$ cat config.mk
export PLATFORM = sky130hd
export DESIGN_NAME = supply_alarm_regs
export DESIGN_NICKNAME = d
export VERILOG_FILES = /design/src/rtl/supply_alarm_pkg.sv /design/src/rtl/supply_alarm_rst_sync.sv /design/src/rtl/supply_alarm_sticky.sv /design/src/rtl/supply_alarm_enable.sv /design/src/rtl/supply_alarm_regs.sv
export SDC_FILE = /design/constraint.sdc
export NUM_CORES = 1
export LEC_CHECK = 0
export BUFFER_PORTS_ARGS = -buffer_cell sky130_fd_sc_hd__buf_4
export CAP_MARGIN = 20
export CORE_AREA = 3 3 51 53
export DETAILED_ROUTE_END_ITERATION = 12
export DIE_AREA = 0 0 54 56
export HOLD_SLACK_MARGIN = 0.02
export PLACE_DENSITY_LB_ADDON = 0.1
export SYNTH_ARGS = -nofsm -noshare
export SYNTH_HDL_FRONTEND = slang
export SYNTH_HIERARCHICAL = 1
export SYNTH_SLANG_ARGS = --single-unit
$ cat constraint.sdc
create_clock -name clk -period 1.1 [get_ports clk]
set_input_delay 0.11 -clock clk [delete_from_list [all_inputs] [get_ports clk]]
set_output_delay 0.11 -clock clk [all_outputs]
set_load 0.05 [all_outputs]
$ cat src/rtl/supply_alarm_pkg.sv
package supply_alarm_pkg;
  localparam int unsigned N_ALARM  = 4;
  localparam int unsigned DATA_W   = 32;
  localparam int unsigned ADDR_W   = 4;
  localparam logic [ADDR_W-1:0] OFS_STATUS = 4'h0;
  localparam logic [ADDR_W-1:0] OFS_ENABLE = 4'h4;
  localparam int unsigned WAKE_POS = 7;
  // alarm order: battery low, regulator low, regulator high, battery upper range
  localparam int unsigned STAT_POS [N_ALARM] = '{0, 1, 2, 8};
  localparam int unsigned EN_POS   [N_ALARM] = '{0, 1, 2, 10};
  localparam logic        STAT_RST [N_ALARM] = '{1'b0, 1'b0, 1'b0, 1'b1};
endpackage

$ cat src/rtl/supply_alarm_rst_sync.sv
module supply_alarm_rst_sync (
  input  logic clk,
  input  logic rst_n,
  output logic rst_core_n
);
  logic [1:0] sync_q;
  logic [1:0] sync_d;

  always_comb sync_d = {sync_q[0], 1'b1};

  always_ff @(posedge clk or negedge rst_n) begin
    if (!rst_n) sync_q <= 2'b00;
    else        sync_q <= sync_d;
  end

  assign rst_core_n = sync_q[1];
endmodule

$ cat src/rtl/supply_alarm_sticky.sv
module supply_alarm_sticky #(
  parameter logic RST_VAL = 1'b0
) (
  input  logic clk,
  input  logic rst_n,
  input  logic cond,
  input  logic clr,
  output logic q
);
  logic q_d;
  logic upd;

  always_comb begin
    upd = cond | clr;
    q_d = cond | (q & ~clr);
  end

  always_ff @(posedge clk or negedge rst_n) begin
    if (!rst_n)   q <= RST_VAL;
    else if (upd) q <= q_d;
  end

  // a present flag is captured at the next edge
  a_r2_set_on_flag: assert property (@(posedge clk) disable iff (!rst_n)
    cond |=> q);
  // a clearing write with the flag low empties the bit
  a_r3_clear_when_idle: assert property (@(posedge clk) disable iff (!rst_n)
    (clr && !cond) |=> !q);
  // with no flag and no clear the bit holds
  a_r3_hold: assert property (@(posedge clk) disable iff (!rst_n)
    (!clr && !cond) |=> $stable(q));
  // set beats clear
  a_r4_set_wins: assert property (@(posedge clk) disable iff (!rst_n)
    (clr && cond) |=> q);
endmodule

$ cat src/rtl/supply_alarm_enable.sv
module supply_alarm_enable
  import supply_alarm_pkg::*;
(
  input  logic               clk,
  input  logic               rst_n,
  input  logic               we,
  input  logic [DATA_W-1:0]  wdata,
  output logic [N_ALARM-1:0] en_q
);
  logic [N_ALARM-1:0] en_d;

  generate
    for (genvar g = 0; g < N_ALARM; g++) begin : g_en
      always_comb en_d[g] = wdata[EN_POS[g]];
    end
  endgenerate

  always_ff @(posedge clk or negedge rst_n) begin
    if (!rst_n)  en_q <= '0;
    else if (we) en_q <= en_d;
  end

  // enable bits change only on a write to their register
  a_r6_hold_without_write: assert property (@(posedge clk) disable iff (!rst_n)
    !we |=> $stable(en_q));
endmodule

$ cat src/rtl/supply_alarm_regs.sv
module supply_alarm_regs
  import supply_alarm_pkg::*;
(
  input  logic              clk,
  input  logic              rst_n,
  input  logic              bus_sel,
  input  logic              bus_wr,
  input  logic [ADDR_W-1:0] bus_addr,
  input  logic [DATA_W-1:0] bus_wdata,
  output logic [DATA_W-1:0] bus_rdata,
  input  logic              mon_batt_low,
  input  logic              mon_reg_low,
  input  logic              mon_reg_high,
  input  logic              mon_batt_upper,
  input  logic              wake_ack,
  output logic              alarm_irq
);
  logic               rst_core_n;
  logic [N_ALARM-1:0] flag;
  logic [N_ALARM-1:0] st_q;
  logic [N_ALARM-1:0] st_clr;
  logic [N_ALARM-1:0] en_q;
  logic               wr_status;
  logic               wr_enable;
  logic [DATA_W-1:0]  status_word;
  logic [DATA_W-1:0]  enable_word;

  supply_alarm_rst_sync u_rst (
    .clk        (clk),
    .rst_n      (rst_n),
    .rst_core_n (rst_core_n)
  );

  always_comb begin
    flag      = {mon_batt_upper, mon_reg_high, mon_reg_low, mon_batt_low};
    wr_status = bus_sel && bus_wr && (bus_addr == OFS_STATUS);
    wr_enable = bus_sel && bus_wr && (bus_addr == OFS_ENABLE);
  end

  generate
    for (genvar g = 0; g < N_ALARM; g++) begin : g_stat
      always_comb st_clr[g] = wr_status && bus_wdata[STAT_POS[g]];
      supply_alarm_sticky #(.RST_VAL(STAT_RST[g])) u_bit (
        .clk   (clk),
        .rst_n (rst_core_n),
        .cond  (flag[g]),
        .clr   (st_clr[g]),
        .q     (st_q[g])
      );
    end
  endgenerate

  supply_alarm_enable u_en (
    .clk   (clk),
    .rst_n (rst_core_n),
    .we    (wr_enable),
    .wdata (bus_wdata),
    .en_q  (en_q)
  );

  always_comb begin
    status_word           = '0;
    enable_word           = '0;
    status_word[WAKE_POS] = wake_ack;
    for (int i = 0; i < N_ALARM; i++) begin
      status_word[STAT_POS[i]] = st_q[i];
      enable_word[EN_POS[i]]   = en_q[i];
    end
  end

  always_comb begin
    bus_rdata = '0;
    if (bus_sel) begin
      case (bus_addr)
        OFS_STATUS: bus_rdata = status_word;
        OFS_ENABLE: bus_rdata = enable_word;
        default:    bus_rdata = '0;
      endcase
    end
  end

  assign alarm_irq = |(st_q & en_q);

  // with every enable clear the line stays low
  a_r7_quiet_when_masked: assert property (@(posedge clk) disable iff (!rst_core_n)
    (en_q == '0) |-> !alarm_irq);
  // an enabled battery-low alarm drives the line
  a_r7_batt_low_drives: assert property (@(posedge clk) disable iff (!rst_core_n)
    (en_q[0] && $past(mon_batt_low)) |-> alarm_irq);
  // status read shows the wake acknowledge and zero reserved bits
  a_r5_status_read: assert property (@(posedge clk) disable iff (!rst_core_n)
    (bus_sel && !bus_wr && bus_addr == OFS_STATUS) |->
      (bus_rdata[WAKE_POS] == wake_ack && bus_rdata[6:3] == 4'h0));
  // idle bus returns zero
  a_r8_idle_zero: assert property (@(posedge clk) disable iff (!rst_core_n)
    !bus_sel |-> (bus_rdata == '0));
endmodule

==> summary.md <==
| Metric | Value |
|---|---|
| Clock-pin slew reported for the worst setup and hold paths after clock tree synthesis | around 0.070 ns |
| Crit path arrival time | 1.18 ns |
| Mapped cell area | ~710 sq um |
| Net switching fraction of the power | 40.5% |
| Part of the power in combinational logic | roughly two fifths |
| Unique masters post-synth | 17 |
| Clock tree buffer depth | 2 |
| Avg Vias per Cell | a little under 4 |
| Number of standard cells in the layout, taps in and fillers out | about 140 |
| CTS tree | done |
| Area overhead of the layout relative to synthesis | 47.2% |
| Endpoint class of the critical path | output port |
| Status | complete, but fails checks |
| Number of max-cap violations | 0 |
| Remaining antenna violation count | 0 |
| Biggest area consumer among synthesized cells | sky130_fd_sc_hd__dfrtp_1 |
| Area of the die | about 0.0030 sq mm |
| Synthesized instance count | 71 |
| Layout cell share with drive strength beyond 1 | about 48% |
| Sequential cell area fraction in the yosys report | a little over a third |
| Setup repair after global routing missed its margin | yes |
| Ratio of total power to cell area | roughly 1100 mW/mm^2 |
| Final wirelength | between 1 and 1.5 mm |
| Worst setup SP type | primary input |
| Vert. Die Dim | 56 um |
| Setup ws final | -0.193 ns |
| Number of violations reported at the end of detailed-routing iteration 0 | 1 |
| Port bufs | 24 |
| Pin count of the biggest net entering global routing | 9 |
| Worst hold path stage count | 2 |
| Initial Util | between 30% and 40% |
| Die X | 54 um |
| Fraction of synthesized cell area taken by the top area cell type | 31.8% |
| Drt wl/cell | 10.5 um |
| Global router's overall resource usage | 9.55% |
| Internal power summed over all cells | 0.000701 W |
| Class of the worst hold path | in -> reg |
| Period Utilization, post-route | 118% |
| Sum Neg Setup Slack | -1.21 ns |
| Placed Cells | 122 |
| Clock Power Share | a little under a quarter |
| Number of diodes added for antenna fixing | 0 |
| Critical path class | in -> out |
| Highest achievable clock rate | roughly 770 MHz |
| Post-route clock skew | between 0.002 and 0.0025 ns |
| Initial antenna violation count | 0 |
| Final Max Slew Viols | 0 |
| Number of warnings issued by yosys | 6 |
| Biggest area contributors in the synthesized netlist | sky130_fd_sc_hd__dfrtp_1 32%, sky130_fd_sc_hd__buf_4 28%, sky130_fd_sc_hd__and3_2 6.4% |
| Total overflow reported by the global router | 0 |
| Violations in the final reports | negative setup slack |
| Worst r2r path cells | 2 |
| Number of DRC violations after detailed routing | 0 |
| Number of global-route vias before repair | between 400 and 500 |
| Pleak | 0.510 nW |
| Level count of the clock H-tree | 1 |
| Number of synthesized register bits | 10 |
| First drt pass iteration count | 2 |
| Worst voltage drop across the vdd grid | between 0.8 and 0.9 mV |
| Post-synthesis average cell area | around 10 sq um |
| Final setup violation count | 11 |
| Flop pwr share | between 30 and 40% |
| Net total in the final layout | 153 |
| First-pass GRT wire length | around 2.1 mm |
| Clock Tree Root | sky130_fd_sc_hd__clkbuf_4 |
| Standard-cell rows | 17 |
| GPL Wtd Cong | just over 0.7 |
| Time the final worst path needs with I/O delays and setup | approximately 1.3 ns |
| Ports placed on the boundary | between 70 and 80 |
| Core footprint | ~0.0022 sq mm |
| Clock tree sinks | 10 |
| Final hold viol count | 0 |
| Overall via count from detail_route | 519 |
| Critical-path maximum fanout | 5 |
| Critical path data required time | 0.99 ns |
| Switching power summed over all nets | roughly 0.00048 W |
| Half-perimeter wire length of the detailed placement result | ~1.1 mm |
| Filler Cell Count | between 200 and 250 |
| Post-placement worst setup slack | -0.255 ns |
| Clock latency on the worst-skew pair | roughly 0.26 ns |
| CTS buffer count | 3 |
==> state kept, by name, indices dropped and copies added, names as in the netlist <==
| signal | flops |
|---|---|
| g_stat.u_bit/q | 4 |
| u_en/en_q | 4 |
| u_rst/sync_q | 2 |
==> path summary, 6_finish.rpt <==
kind	startpoint	end	slack (ns)
worst max-delay path	bus_addr[3]	bus_rdata[8]	-0.19
worst min-delay path	bus_wdata[10]	u_en/en_q[3]	0.08
worst max register to register	g_stat[1].u_bit/q	g_stat[1].u_bit/q	0.30
worst min register to register	u_rst/sync_q[1]	g_stat[1].u_bit/q	0.13
max in group asynchronous	u_rst/sync_q[1]	g_stat[3].u_bit/q	0.68
min in group asynchronous	u_rst/sync_q[1]	g_stat[1].u_bit/q	0.13
==> logic make-up (layout without fill, tap and decap cells) <==
family / count (synthesis) / after routing / share of synthesized area [%]
flip-flops: 10 / 10 / 35.5
buffers and inverters: 31 / 42 / 30.4
multiplexers: 7 / 7 / 10.6
AO/OA/AOI/OAI: 6 / 6 / 6.36
AND/OR/NAND/NOR: 15 / 15 / 16.1
other: 2 / 27 / 1.06
==> critical path, stage by stage <==
cell,delay (ns)
sky130_fd_sc_hd__buf_8,0.09
sky130_fd_sc_hd__or4b_4,0.60
sky130_fd_sc_hd__nor3b_4,0.20
sky130_fd_sc_hd__buf_6,0.18
==> area by class of cell <==
cell class                 count  area, sq um  area share [%]
timing repair buffer          34          313            30.0
tap                           28         35.0            3.36
sequential                    10          251            24.1
inverter                       4         15.0            1.44
multi-input combinational     55          402            38.5
clock buffer                   4         26.3            2.52
==> layout by cell type (no fill, tap or decap), types with 4 or more instances in the layout <==
cell type and n:
sky130_fd_sc_hd__buf_6 8, sky130_fd_sc_hd__a21o_1 4, sky130_fd_sc_hd__buf_4 19, sky130_fd_sc_hd__mux2_4 4
sky130_fd_sc_hd__inv_1 4, sky130_fd_sc_hd__conb_1 27, sky130_fd_sc_hd__dlygate4sd3_1 5, sky130_fd_sc_hd__dfrtp_1 9
==> timing repair <==
item                       CTS  global route
resized for setup           12             3
pin swaps                    4             1
setup endpoints to repair    7             7
hold buffers                 5             0
hold endpoints to repair     6             0
buffers inserted             3             1
==> metrics by stage <==
stage | hold WS (ns) | utilization, % | power, W | instance area [sq um]
2_1_floorplan | -0.186 | - | 0.000848 | 856
3_3_place_gp | -0.106 | 40.1 | 0.000869 | 878
3_5_place_dp | -0.105 | 40.1 | 0.000872 | 878
4_1_cts | 0.0674 | 46.7 | 0.00118 | 1020
5_1_grt | 0.0668 | 47.6 | 0.00124 | 1040
6_report | 0.0770 | 47.6 | 0.00118 | 1040
==> synthesized netlist by cell type, drive strengths merged <==
master  count
or4b        1
mux2        4
nor2        3
nand2       1
and3        6
a21o        4
dfrtp       9
nor2b       1
nor3b       2
buf        27
dfstp       1
a22oi       2
conb        2
inv         4
nor4b       1
mux2i       3
==> metal layers <==
layer	global-route usage [%]	up-vias	part of all wire, %
li1	-	254	-
met1	12.6	226	41
met2	13.5	35	44
met3	2.95	4	13
met4	5.34	0	2.3
met5	0	-	0
==> power by group through the flow <==
stage	Clock (W)	Sequential, W	Combinational, W
floorplan	0	0.000429	0.000418
global placement	0	0.000439	0.000430
detailed placement	0	0.000440	0.000432
CTS	0.000277	0.000437	0.000469
global route	0.000299	0.000443	0.000494
finish	0.000270	0.000435	0.000473
Note: power is estimated with default switching activity, not from simulation.
